**src/rtl/tree_reducer_pkg.sv**
```systemverilog
package tree_reducer_pkg;

    typedef enum logic [1:0] {
        OP_ADD  = 2'd0,
        OP_MAX  = 2'd1,
        OP_MIN  = 2'd2,
        OP_ADD3 = 2'd3
    } fold_op_e;

    typedef enum logic [1:0] {
        ST_IDLE = 2'd0,
        ST_LOAD = 2'd1,
        ST_FOLD = 2'd2,
        ST_DONE = 2'd3
    } fold_state_e;

endpackage

```
**src/rtl/tree_reducer_ctrl.sv**
```systemverilog
module tree_reducer_ctrl
    import tree_reducer_pkg::*;
#(
    parameter int LANES = 4,
    localparam int SLOTS = 2 * LANES,
    localparam int IW = $clog2(SLOTS)
) (
    input  logic          clk,
    input  logic          rst_n,
    input  logic          start,
    input  logic [1:0]    op_sel,
    input  logic          in_valid,
    input  logic          in_last,
    output logic          clear_en,
    output logic          load_en,
    output logic [IW-1:0] load_idx,
    output logic          pass_en,
    output logic [IW-1:0] stride,
    output fold_op_e      op_q,
    output logic          in_ready,
    output logic          done
);

    fold_state_e state_q, state_d;
    logic [IW-1:0] idx_q;
    logic [IW-1:0] stride_q;
    logic          accept;
    logic          load_end;

    assign accept   = (state_q == ST_LOAD) && in_valid;
    assign load_end = accept && (in_last || (idx_q == IW'(SLOTS - 1)));

    // state register
    always_ff @(posedge clk or negedge rst_n) begin
        if (!rst_n) begin
            state_q <= ST_IDLE;
        end else begin
            state_q <= state_d;
        end
    end

    // transitions
    always_comb begin
        state_d = state_q;
        unique case (state_q)
            ST_IDLE: if (start) state_d = ST_LOAD;
            ST_LOAD: if (load_end) state_d = ST_FOLD;
            ST_FOLD: if (stride_q == IW'(1)) state_d = ST_DONE;
            ST_DONE: state_d = ST_IDLE;
        endcase
    end

    // datapath counters
    always_ff @(posedge clk or negedge rst_n) begin
        if (!rst_n) begin
            idx_q    <= '0;
            stride_q <= '0;
            op_q     <= OP_ADD;
        end else begin
            unique case (state_q)
                ST_IDLE: begin
                    if (start) begin
                        idx_q <= '0;
                        op_q  <= fold_op_e'(op_sel);
                    end
                end
                ST_LOAD: begin
                    if (accept) idx_q <= idx_q + IW'(1);
                    if (load_end) stride_q <= IW'(LANES);
                end
                ST_FOLD: stride_q <= stride_q >> 1;
                ST_DONE: stride_q <= '0;
            endcase
        end
    end

    // outputs
    always_comb begin
        clear_en = 1'b0;
        load_en  = 1'b0;
        pass_en  = 1'b0;
        in_ready = 1'b0;
        done     = 1'b0;
        unique case (state_q)
            ST_IDLE: clear_en = start;
            ST_LOAD: begin
                in_ready = 1'b1;
                load_en  = in_valid;
            end
            ST_FOLD: pass_en = 1'b1;
            ST_DONE: done = 1'b1;
        endcase
    end

    assign load_idx = idx_q;
    assign stride   = stride_q;

    AST_DONE_PULSE: assert property (@(posedge clk) disable iff (!rst_n)
        done |=> !done);
    AST_STRIDE_ONEHOT: assert property (@(posedge clk) disable iff (!rst_n)
        pass_en |-> $countones(stride_q) == 1);
    AST_STRIDE_HALVES: assert property (@(posedge clk) disable iff (!rst_n)
        (pass_en && stride_q != IW'(1)) |=> (pass_en && stride_q == ($past(stride_q) >> 1)));
    AST_READY_ONLY_LOAD: assert property (@(posedge clk) disable iff (!rst_n)
        (in_ready && load_end) |=> !in_ready);

endmodule

```
**src/rtl/tree_reducer_lanes.sv**
```systemverilog
module tree_reducer_lanes
    import tree_reducer_pkg::*;
#(
    parameter int LANES = 4,
    parameter int DW = 8,
    localparam int SLOTS = 2 * LANES,
    localparam int IW = $clog2(SLOTS)
) (
    input  logic          clk,
    input  logic          rst_n,
    input  logic          clear_en,
    input  fold_op_e      clear_op,
    input  fold_op_e      op,
    input  logic          load_en,
    input  logic [IW-1:0] load_idx,
    input  logic [DW-1:0] load_data,
    input  logic          pass_en,
    input  logic [IW-1:0] stride,
    output logic [DW-1:0] slot0
);

    logic [DW-1:0] mem_q [SLOTS];

    function automatic logic [DW-1:0] neutral(input fold_op_e o);
        return (o == OP_MIN) ? {DW{1'b1}} : {DW{1'b0}};
    endfunction

    function automatic logic [DW-1:0] combine(input fold_op_e o,
                                              input logic [DW-1:0] a,
                                              input logic [DW-1:0] b);
        logic [DW-1:0] r;
        unique case (o)
            OP_MAX:  r = (a > b) ? a : b;
            OP_MIN:  r = (a < b) ? a : b;
            default: r = a + b;
        endcase
        return r;
    endfunction

    for (genvar s = 0; s < SLOTS; s++) begin : g_slot
        if (s < LANES) begin : g_lane
            logic [IW:0]   pidx;
            logic [DW-1:0] partner;
            logic          active;
            assign pidx    = (IW+1)'(s) + {1'b0, stride};
            assign partner = mem_q[pidx[IW-1:0]];
            assign active  = pass_en && (IW'(s) < stride);
            always_ff @(posedge clk or negedge rst_n) begin
                if (!rst_n) begin
                    mem_q[s] <= '0;
                end else if (clear_en) begin
                    mem_q[s] <= neutral(clear_op);
                end else if (load_en && load_idx == IW'(s)) begin
                    mem_q[s] <= load_data;
                end else if (active) begin
                    mem_q[s] <= combine(op, mem_q[s], partner);
                end
            end
        end else begin : g_upper
            always_ff @(posedge clk or negedge rst_n) begin
                if (!rst_n) begin
                    mem_q[s] <= '0;
                end else if (clear_en) begin
                    mem_q[s] <= neutral(clear_op);
                end else if (load_en && load_idx == IW'(s)) begin
                    mem_q[s] <= load_data;
                end
            end
        end
    end

    assign slot0 = mem_q[0];

    AST_UPPER_FROZEN: assert property (@(posedge clk) disable iff (!rst_n)
        pass_en |=> $stable(mem_q[SLOTS-1]));
    AST_TOP_LANE_STILL: assert property (@(posedge clk) disable iff (!rst_n)
        (pass_en && stride == IW'(1)) |=> $stable(mem_q[1]));

endmodule

```
**src/rtl/tree_reducer.sv**
```systemverilog
module tree_reducer
    import tree_reducer_pkg::*;
#(
    parameter int LANES = 4,
    parameter int DW = 8,
    localparam int SLOTS = 2 * LANES,
    localparam int IW = $clog2(SLOTS)
) (
    input  logic          clk,
    input  logic          rst_n,
    input  logic          start,
    input  logic [1:0]    op_sel,
    input  logic          in_valid,
    input  logic [DW-1:0] in_data,
    input  logic          in_last,
    output logic          in_ready,
    output logic          done,
    output logic [DW-1:0] result
);

    logic          clear_en;
    logic          load_en;
    logic [IW-1:0] load_idx;
    logic          pass_en;
    logic [IW-1:0] stride;
    fold_op_e      op_q;

    tree_reducer_ctrl #(.LANES(LANES)) u_ctrl (
        .clk      (clk),
        .rst_n    (rst_n),
        .start    (start),
        .op_sel   (op_sel),
        .in_valid (in_valid),
        .in_last  (in_last),
        .clear_en (clear_en),
        .load_en  (load_en),
        .load_idx (load_idx),
        .pass_en  (pass_en),
        .stride   (stride),
        .op_q     (op_q),
        .in_ready (in_ready),
        .done     (done)
    );

    tree_reducer_lanes #(.LANES(LANES), .DW(DW)) u_lanes (
        .clk       (clk),
        .rst_n     (rst_n),
        .clear_en  (clear_en),
        .clear_op  (fold_op_e'(op_sel)),
        .op        (op_q),
        .load_en   (load_en),
        .load_idx  (load_idx),
        .load_data (in_data),
        .pass_en   (pass_en),
        .stride    (stride),
        .slot0     (result)
    );

    AST_START_NEEDS_IDLE: assert property (@(posedge clk) disable iff (!rst_n)
        (in_ready && start) |=> in_ready || $past(in_valid));
    AST_FOLD_THEN_DONE: assert property (@(posedge clk) disable iff (!rst_n)
        (pass_en && stride == IW'(1)) |=> done);

endmodule

```
**config.mk**
```make
export PLATFORM = sky130hd
export DESIGN_NAME = tree_reducer
export DESIGN_NICKNAME = d
export VERILOG_FILES = /design/src/rtl/tree_reducer_pkg.sv /design/src/rtl/tree_reducer_ctrl.sv /design/src/rtl/tree_reducer_lanes.sv /design/src/rtl/tree_reducer.sv
export SDC_FILE = /design/constraint.sdc
export NUM_CORES = 1
export LEC_CHECK = 0
export BUFFER_PORTS_ARGS = -buffer_cell sky130_fd_sc_hd__buf_2
export CELL_PAD_IN_SITES_DETAIL_PLACEMENT = 1
export CELL_PAD_IN_SITES_GLOBAL_PLACEMENT = 2
export CORE_MARGIN = 5
export CORE_UTILIZATION = 42
export DETAILED_ROUTE_END_ITERATION = 8
export PLACE_DENSITY_LB_ADDON = 0.1
export SYNTH_ARGS = -nofsm -noshare
export SYNTH_HDL_FRONTEND = slang
export SYNTH_SLANG_ARGS = --single-unit
```
**constraint.sdc**
```tcl
create_clock -name clk -period 6 [get_ports clk]
set_clock_uncertainty 0.15 [all_clocks]
set_input_delay 1.2 -clock clk [delete_from_list [all_inputs] [get_ports clk]]
set_output_delay 1.2 -clock clk [all_outputs]
set_load 0.005 [all_outputs]
```
# Word level (Yosys, flattened, before mapping)
# Cells that the tools add are included.
# totals
reg_bits,74
input_bits,15
output_inout_bits,10
word_cells,160
# classes
addsub,8
n_lt_le_gt_ge,16
eq_ne,26
muxes,59
bitwise,4
n_reduce_logical,35
# op_table
op,count
$mux W8,37
$bmux W8 S3,4
$pmux W8 S2,4
$add A8 B8 Y8,4
$gt A8 B8 Y1,4
$lt A8 B8 Y1,4
$ne A4 B3 Y1 const B,8
$reduce_and A3 Y1,6
$ge A4 B4 Y1 const B,4
$not A3 Y4,4
$reduce_bool A3 Y1,5
$logic_and A1 B1 Y1,14
$eq A3 B3 Y1 const B,4
$reduce_bool A2 Y1,5
$mux W3,3
$pmux W3 S3,1
$eq A2 B2 Y1 const B,4
$pmux W2 S4,1
$add A2 B3 Y3 const A,2
$eq A3 B1 Y1 const B,2
$eq A3 B2 Y1 const B,2
$lt A1 B3 Y1 const A,2
$lt A2 B3 Y1 const A,2
$mux W2,3
other kinds (11),19

# Depth between registers and ports, before layout
# depth
ltp_word,11
mapped_depth,17
mapped_depth_nobuf,13

# Modules after synthesis
# Synthesis repeated with hierarchy kept, for this count alone.
# unflattened
cells_unflattened,789
area_unflattened_um2,8023.9
# by_module_without_submodules
module,instances,cells_per_inst,area_per_inst_um2,seq_area_each_um2
tree_reducer_lanes,1,732,7429.6,1601.5
tree_reducer_ctrl,1,57,594.3,250.2

# Worst setup path after synthesis
# OpenSTA, ideal clock, no wires.
# synth_path
path_type,register to register
start,"register u_ctrl.stride_q[1], in the netlist u_ctrl.stride[1]"
end,register u_lanes.mem_q[52] (netlist name)
setup_time_ns,0.119
arrival_ns,3.935
required_time_ns,5.731
slack_ns,1.796
path_stages_with_launch,16
n_path_buf,5
synth_period_minus_slack_ns,4.204
path_cell_list,dfrtp_1 buf_2 inv_1 buf_2 ha_1 clkbuf_1 clkbuf_1 mux4_2 ha_1 and4_1 o2111ai_1 a41oi_1 a2bb2oi_1 buf_2 o221ai_1 o21a_1
# synth_via
elab_chain_cells,10
elab_cells_between_ends,20
classes_between,add/sub (2); order compare (3); eq/ne (2); mux (9); bitwise (1); reduce/logical (3)
# synth_lines
item,line_no,source
from (decl),tree_reducer_ctrl.sv:26,logic [IW-1:0] stride_q;
from (signal assigned),tree_reducer_ctrl.sv:69,if (load_end) stride_q <= IW'(LANES);
from (signal assigned),tree_reducer_ctrl.sv:71,ST_FOLD: stride_q <= stride_q >> 1;
$add A1 B3 Y3,tree_reducer_lanes.sv:45,"assign pidx = (IW+1)'(s) + {1'b0, stride};"
$not A3 Y4 (implied by the code),tree_reducer_lanes.sv:46,assign partner = mem_q[pidx[IW-1:0]];
$bmux W8 S3,tree_reducer_lanes.sv:46,
$mux W8 (implied by the code) (2 in series),tree_reducer_lanes.sv:46,
"$add A8 B8 Y8, or another cell as far along",tree_reducer_lanes.sv:35,default: r = a + b;
$pmux W8 S2,tree_reducer_lanes.sv:32,unique case (o)
$mux W8,tree_reducer_lanes.sv:55,end else if (active) begin
$mux W8,tree_reducer_lanes.sv:53,end else if (load_en && load_idx == IW'(s)) begin
$mux W8,tree_reducer_lanes.sv:51,end else if (clear_en) begin
"to (signal, indexed assignment)",tree_reducer_lanes.sv:52,mem_q[s] <= neutral(clear_op);
"to (signal, indexed assignment)",tree_reducer_lanes.sv:54,mem_q[s] <= load_data;
"to (signal, indexed assignment)",tree_reducer_lanes.sv:56,"mem_q[s] <= combine(op, mem_q[s], partner);"
to (decl),tree_reducer_lanes.sv:22,logic [DW-1:0] mem_q [SLOTS];
# Parallel ways exist; a longest one is shown, timed or not. The select of a mux whose other input is x is not followed.
# A chain may end at the register's enable or synchronous reset.

# Final worst setup path
# layout_path
start,"register u_ctrl.stride_q[0], in the netlist u_ctrl.stride[0]"
end,register u_lanes.mem_q[34] (netlist name)
# layout_via
elab_chain_cells,10
elab_cells_between_ends,20
classes_between,add/sub (2); order compare (3); eq/ne (2); mux (9); bitwise (1); reduce/logical (3)
# layout_lines
item,line_no
$add A2 B3 Y3,tree_reducer_lanes.sv:45
$not A3 Y4 (implied by the code),tree_reducer_lanes.sv:46
$bmux W8 S3,tree_reducer_lanes.sv:46
$mux W8 (implied by the code) (2 in series),tree_reducer_lanes.sv:46
"$add A8 B8 Y8, or another cell as far along",tree_reducer_lanes.sv:35
$pmux W8 S2,tree_reducer_lanes.sv:32
$mux W8,tree_reducer_lanes.sv:55
$mux W8,tree_reducer_lanes.sv:53
$mux W8,tree_reducer_lanes.sv:51
# Parallel ways exist; a longest one is shown, timed or not. The select of a mux whose other input is x is not followed.

==> results.cfg <==
[detailed_routing]
routed_wl_mm = 26.4
drt-pass1-iter-count = 5
ant_nets = 0
viasPerCell = 6.28
drtIter0Drc = 400
route.detailed.drc = 0
vias = 6478
wire_per_inst_um = 25.5

[worst_setup_path]
worstPathRequired_ns = 6.09
path_class = reg -> reg
cpLargestDelayFamily = compound AO/OA/AOI/OAI gates
crit_chain = inv_1, ha_1, mux4_2, inv_1, ha_1, inv_1, o21bai_1, a21oi_1, a31oi_1, o21bai_1, mux2_2
slowest_delay_ns = 0.86
arrival_ns = 4.80
timing.critical_path.mode_cell = inv_1
path_buf_inv = 3
slowest_stage = ha_1
r2r_slack_ns = 1.29
crit_path_end_kind = flop
start_kind = flop
crit_fanout = 27

[clock_network]
cts_buffer_depth = 2
clk_latency_ns = 0.35
cts_max_level = 3
clk_pin_slew_ns = 0.06
cts.sinks = 74
cts_inserted_buffers = 9
hold_buffers = 0
root_buffer = clkbuf_16
cts_tree = yes
post_cts_buffers = 0
ctsResizeCount = 0

[cells_and_area]
drive_gt1_share_pct = 16.8
finalNetCount = 901
final.fill_count = 2034
diodes = 0
fin_area_um2 = 8160
area_growth_pct = 6.83

[die]
chipHeight_um = 145
io_pins = 25
dieArea_um2 = 21000
die_w_um = 145
initial_core_util_pct = 42.6
coreArea_um2 = 17900
row_count = 49

[global_route]
gr-total-overflow = 0
antenna_found_initial = 0
top_usage_layer = met2
grt_pass1_wl_mm = 41.6
grt.met2_usage_pct = 43.7
grt_start_max_net_pins = 58
use_met3_pct = 3.45
grt.met1_usage_pct = 35.7
first_global_vias = 6788
grt_usage_pct = 26.4

[synth]
synth_top_family_by_area = multiplexers
synth-warning-count = 0
syn-num-nets = 901
ys.flop_type = dfrtp_1
synth_area_um2 = 7630
synthArstFlopShare_pct = 100
muxShareOfSynthArea_pct = 22.9
syn_avg_cell_area_um2 = 9.57
ys_ff_latch = 74
synth_cells = 798
synth_enable_flop_cells = 0
synth-simple-area-share_pct = 11.7
seq_area_frac_synth_pct = 24.3
synth_cell_types = 67
synth_compound_area_share_pct = 16.8
synthAdderAreaFrac_pct = 14.8
synth-xor-area-share_pct = 3.02

[worst_hold_path]
min-delay-path-class = reg -> reg

[sta]
finalSetupViolations = 0
worst_slew_pin_slew_ns = 1.15
period_minus_slack_ns = 4.71
hold_violations = 0
setup_ws_ns = 1.29
finalCritPeriodShare_pct = 78.5
max_freq_mhz = 212
fin_tns_setup_ns = 0
timing.hold.ws_ns = 0.425
drv_slew = 0
relSlewSlack_pct = 23.3
rsz0062_at_grt = false

[place]
dp_hpwl_mm = 20.3
gp_congestion = 0.882
placed_area_um2 = 7850
port-buffer-count = 24
place_ws_ns = 1.30

[outcome]
run_status = completed

[run]
drv_cap = 0
-- logic make-up after synthesis --
kind of cell / Yosys count
simple gates: 187
compound gates: 205
flops: 74
fa+ha+maj: 88
mux: 115
xor+xnor: 22
buf+inv: 107
-- per-stage QoR --
stage          utilization, %  std cells
2_1_floorplan               -        798
3_5_place_dp             43.9       1016
6_report                 45.6       1032
4_1_cts                  45.6       1032
3_3_place_gp             43.9       1016
5_1_grt                  45.6       1032
-- routing by layer --
metal,share of wire [%],up-vias
li1,-,2911
met1,44,3305
met2,48,208
met3,4.7,54
met4,3.2,0
met5,0,-
-- layout make-up --
class,count,area (um^2),area share (%)
Clock inverter,5,62.6,0.767
Sequential cell,74,1860,22.7
Tap cell,229,287,3.51
Inverter,63,236,2.90
Multi-Input combinational cell,617,5280,64.8
Timing Repair Buffer,33,190,2.33
Clock buffer,11,243,2.98
-- final timing paths --
path / from / end / depth (start not counted)
setup / recovery: u_ctrl.stride[0] / u_lanes.mem_q[34] / 11
hold / removal: u_ctrl.load_idx[1] / u_ctrl.load_idx[1] / 1
setup reg to reg: u_ctrl.stride[0] / u_lanes.mem_q[34] / 11
hold reg to reg: u_ctrl.load_idx[1] / u_ctrl.load_idx[1] / 1
max in group asynchronous: rst_n / u_ctrl.stride[0] / 2
min in group asynchronous: rst_n / u_lanes.slot0[0] / 1
-- state kept, by name (all words and copies together), names as in the netlist --
signal and cells:
u_lanes.mem_q 56, u_ctrl.op_q 2, u_ctrl.load_idx 3, u_lanes.slot0 8
u_ctrl.stride 3, u_ctrl.state_q 2
-- cell usage after synthesis (4+ instances only) --
cell type,number,area share [%]
a31oi_1,8,0.66
o221ai_1,7,0.80
nor2_1,54,2.7
nor2b_1,12,0.98
o211ai_1,6,0.59
clkbuf_1,18,0.88
dfrtp_1,74,24
a21oi_1,77,5.0
o22ai_1,9,0.74
nand3_1,11,0.72
o31ai_1,6,0.59
inv_1,61,3.0
o21ai_0,31,2.0
mux4_2,42,12
nand4_1,8,0.66
buf_4,10,0.98
mux2i_1,27,3.5
fa_1,4,1.0
nand2_1,62,3.0
xnor2_1,14,1.6
mux2_2,31,4.6
buf_6,6,0.88
o21bai_1,9,0.88
nor3_1,6,0.39
buf_2,6,0.39
mux2_1,14,2.1
nand2b_1,9,0.74
o21ai_1,16,1.0
ha_1,84,14
xor2_1,6,0.69
a211oi_1,4,0.39
and2_1,4,0.33
-- layout by cell type (no fill, tap or decap), types with 9 or more instances in the layout --
cell / netlist / layout
nand2_1: 62 / 62
mux2_1: 14 / 14
nand2b_1: 9 / 9
dfrtp_1: 74 / 73
nand3_1: 11 / 11
o22ai_1: 9 / 9
a21oi_1: 77 / 77
nor2_1: 54 / 54
mux4_2: 42 / 42
nor2b_1: 12 / 12
buf_4: 10 / 10
xnor2_1: 14 / 14
inv_1: 61 / 61
o21ai_1: 16 / 16
buf_2: 6 / 23
mux2_2: 31 / 31
mux2i_1: 27 / 27
ha_1: 84 / 83
o21ai_0: 31 / 31
o21bai_1: 9 / 9
clkbuf_16: 0 / 9
-- worst register-to-register path, stage by stage (launching register included) --
cell and delay (ns):
dfrtp_4 0.65, inv_1 0.19, ha_1 0.86, mux4_2 0.65, inv_1 0.08, ha_1 0.25, inv_1 0.11, o21bai_1 0.08
a21oi_1 0.21, a31oi_1 0.11, o21bai_1 0.82, mux2_2 0.43
Power is not shown: default switching activity piles up to over one toggle a cycle in this logic, so the estimate is an artifact.
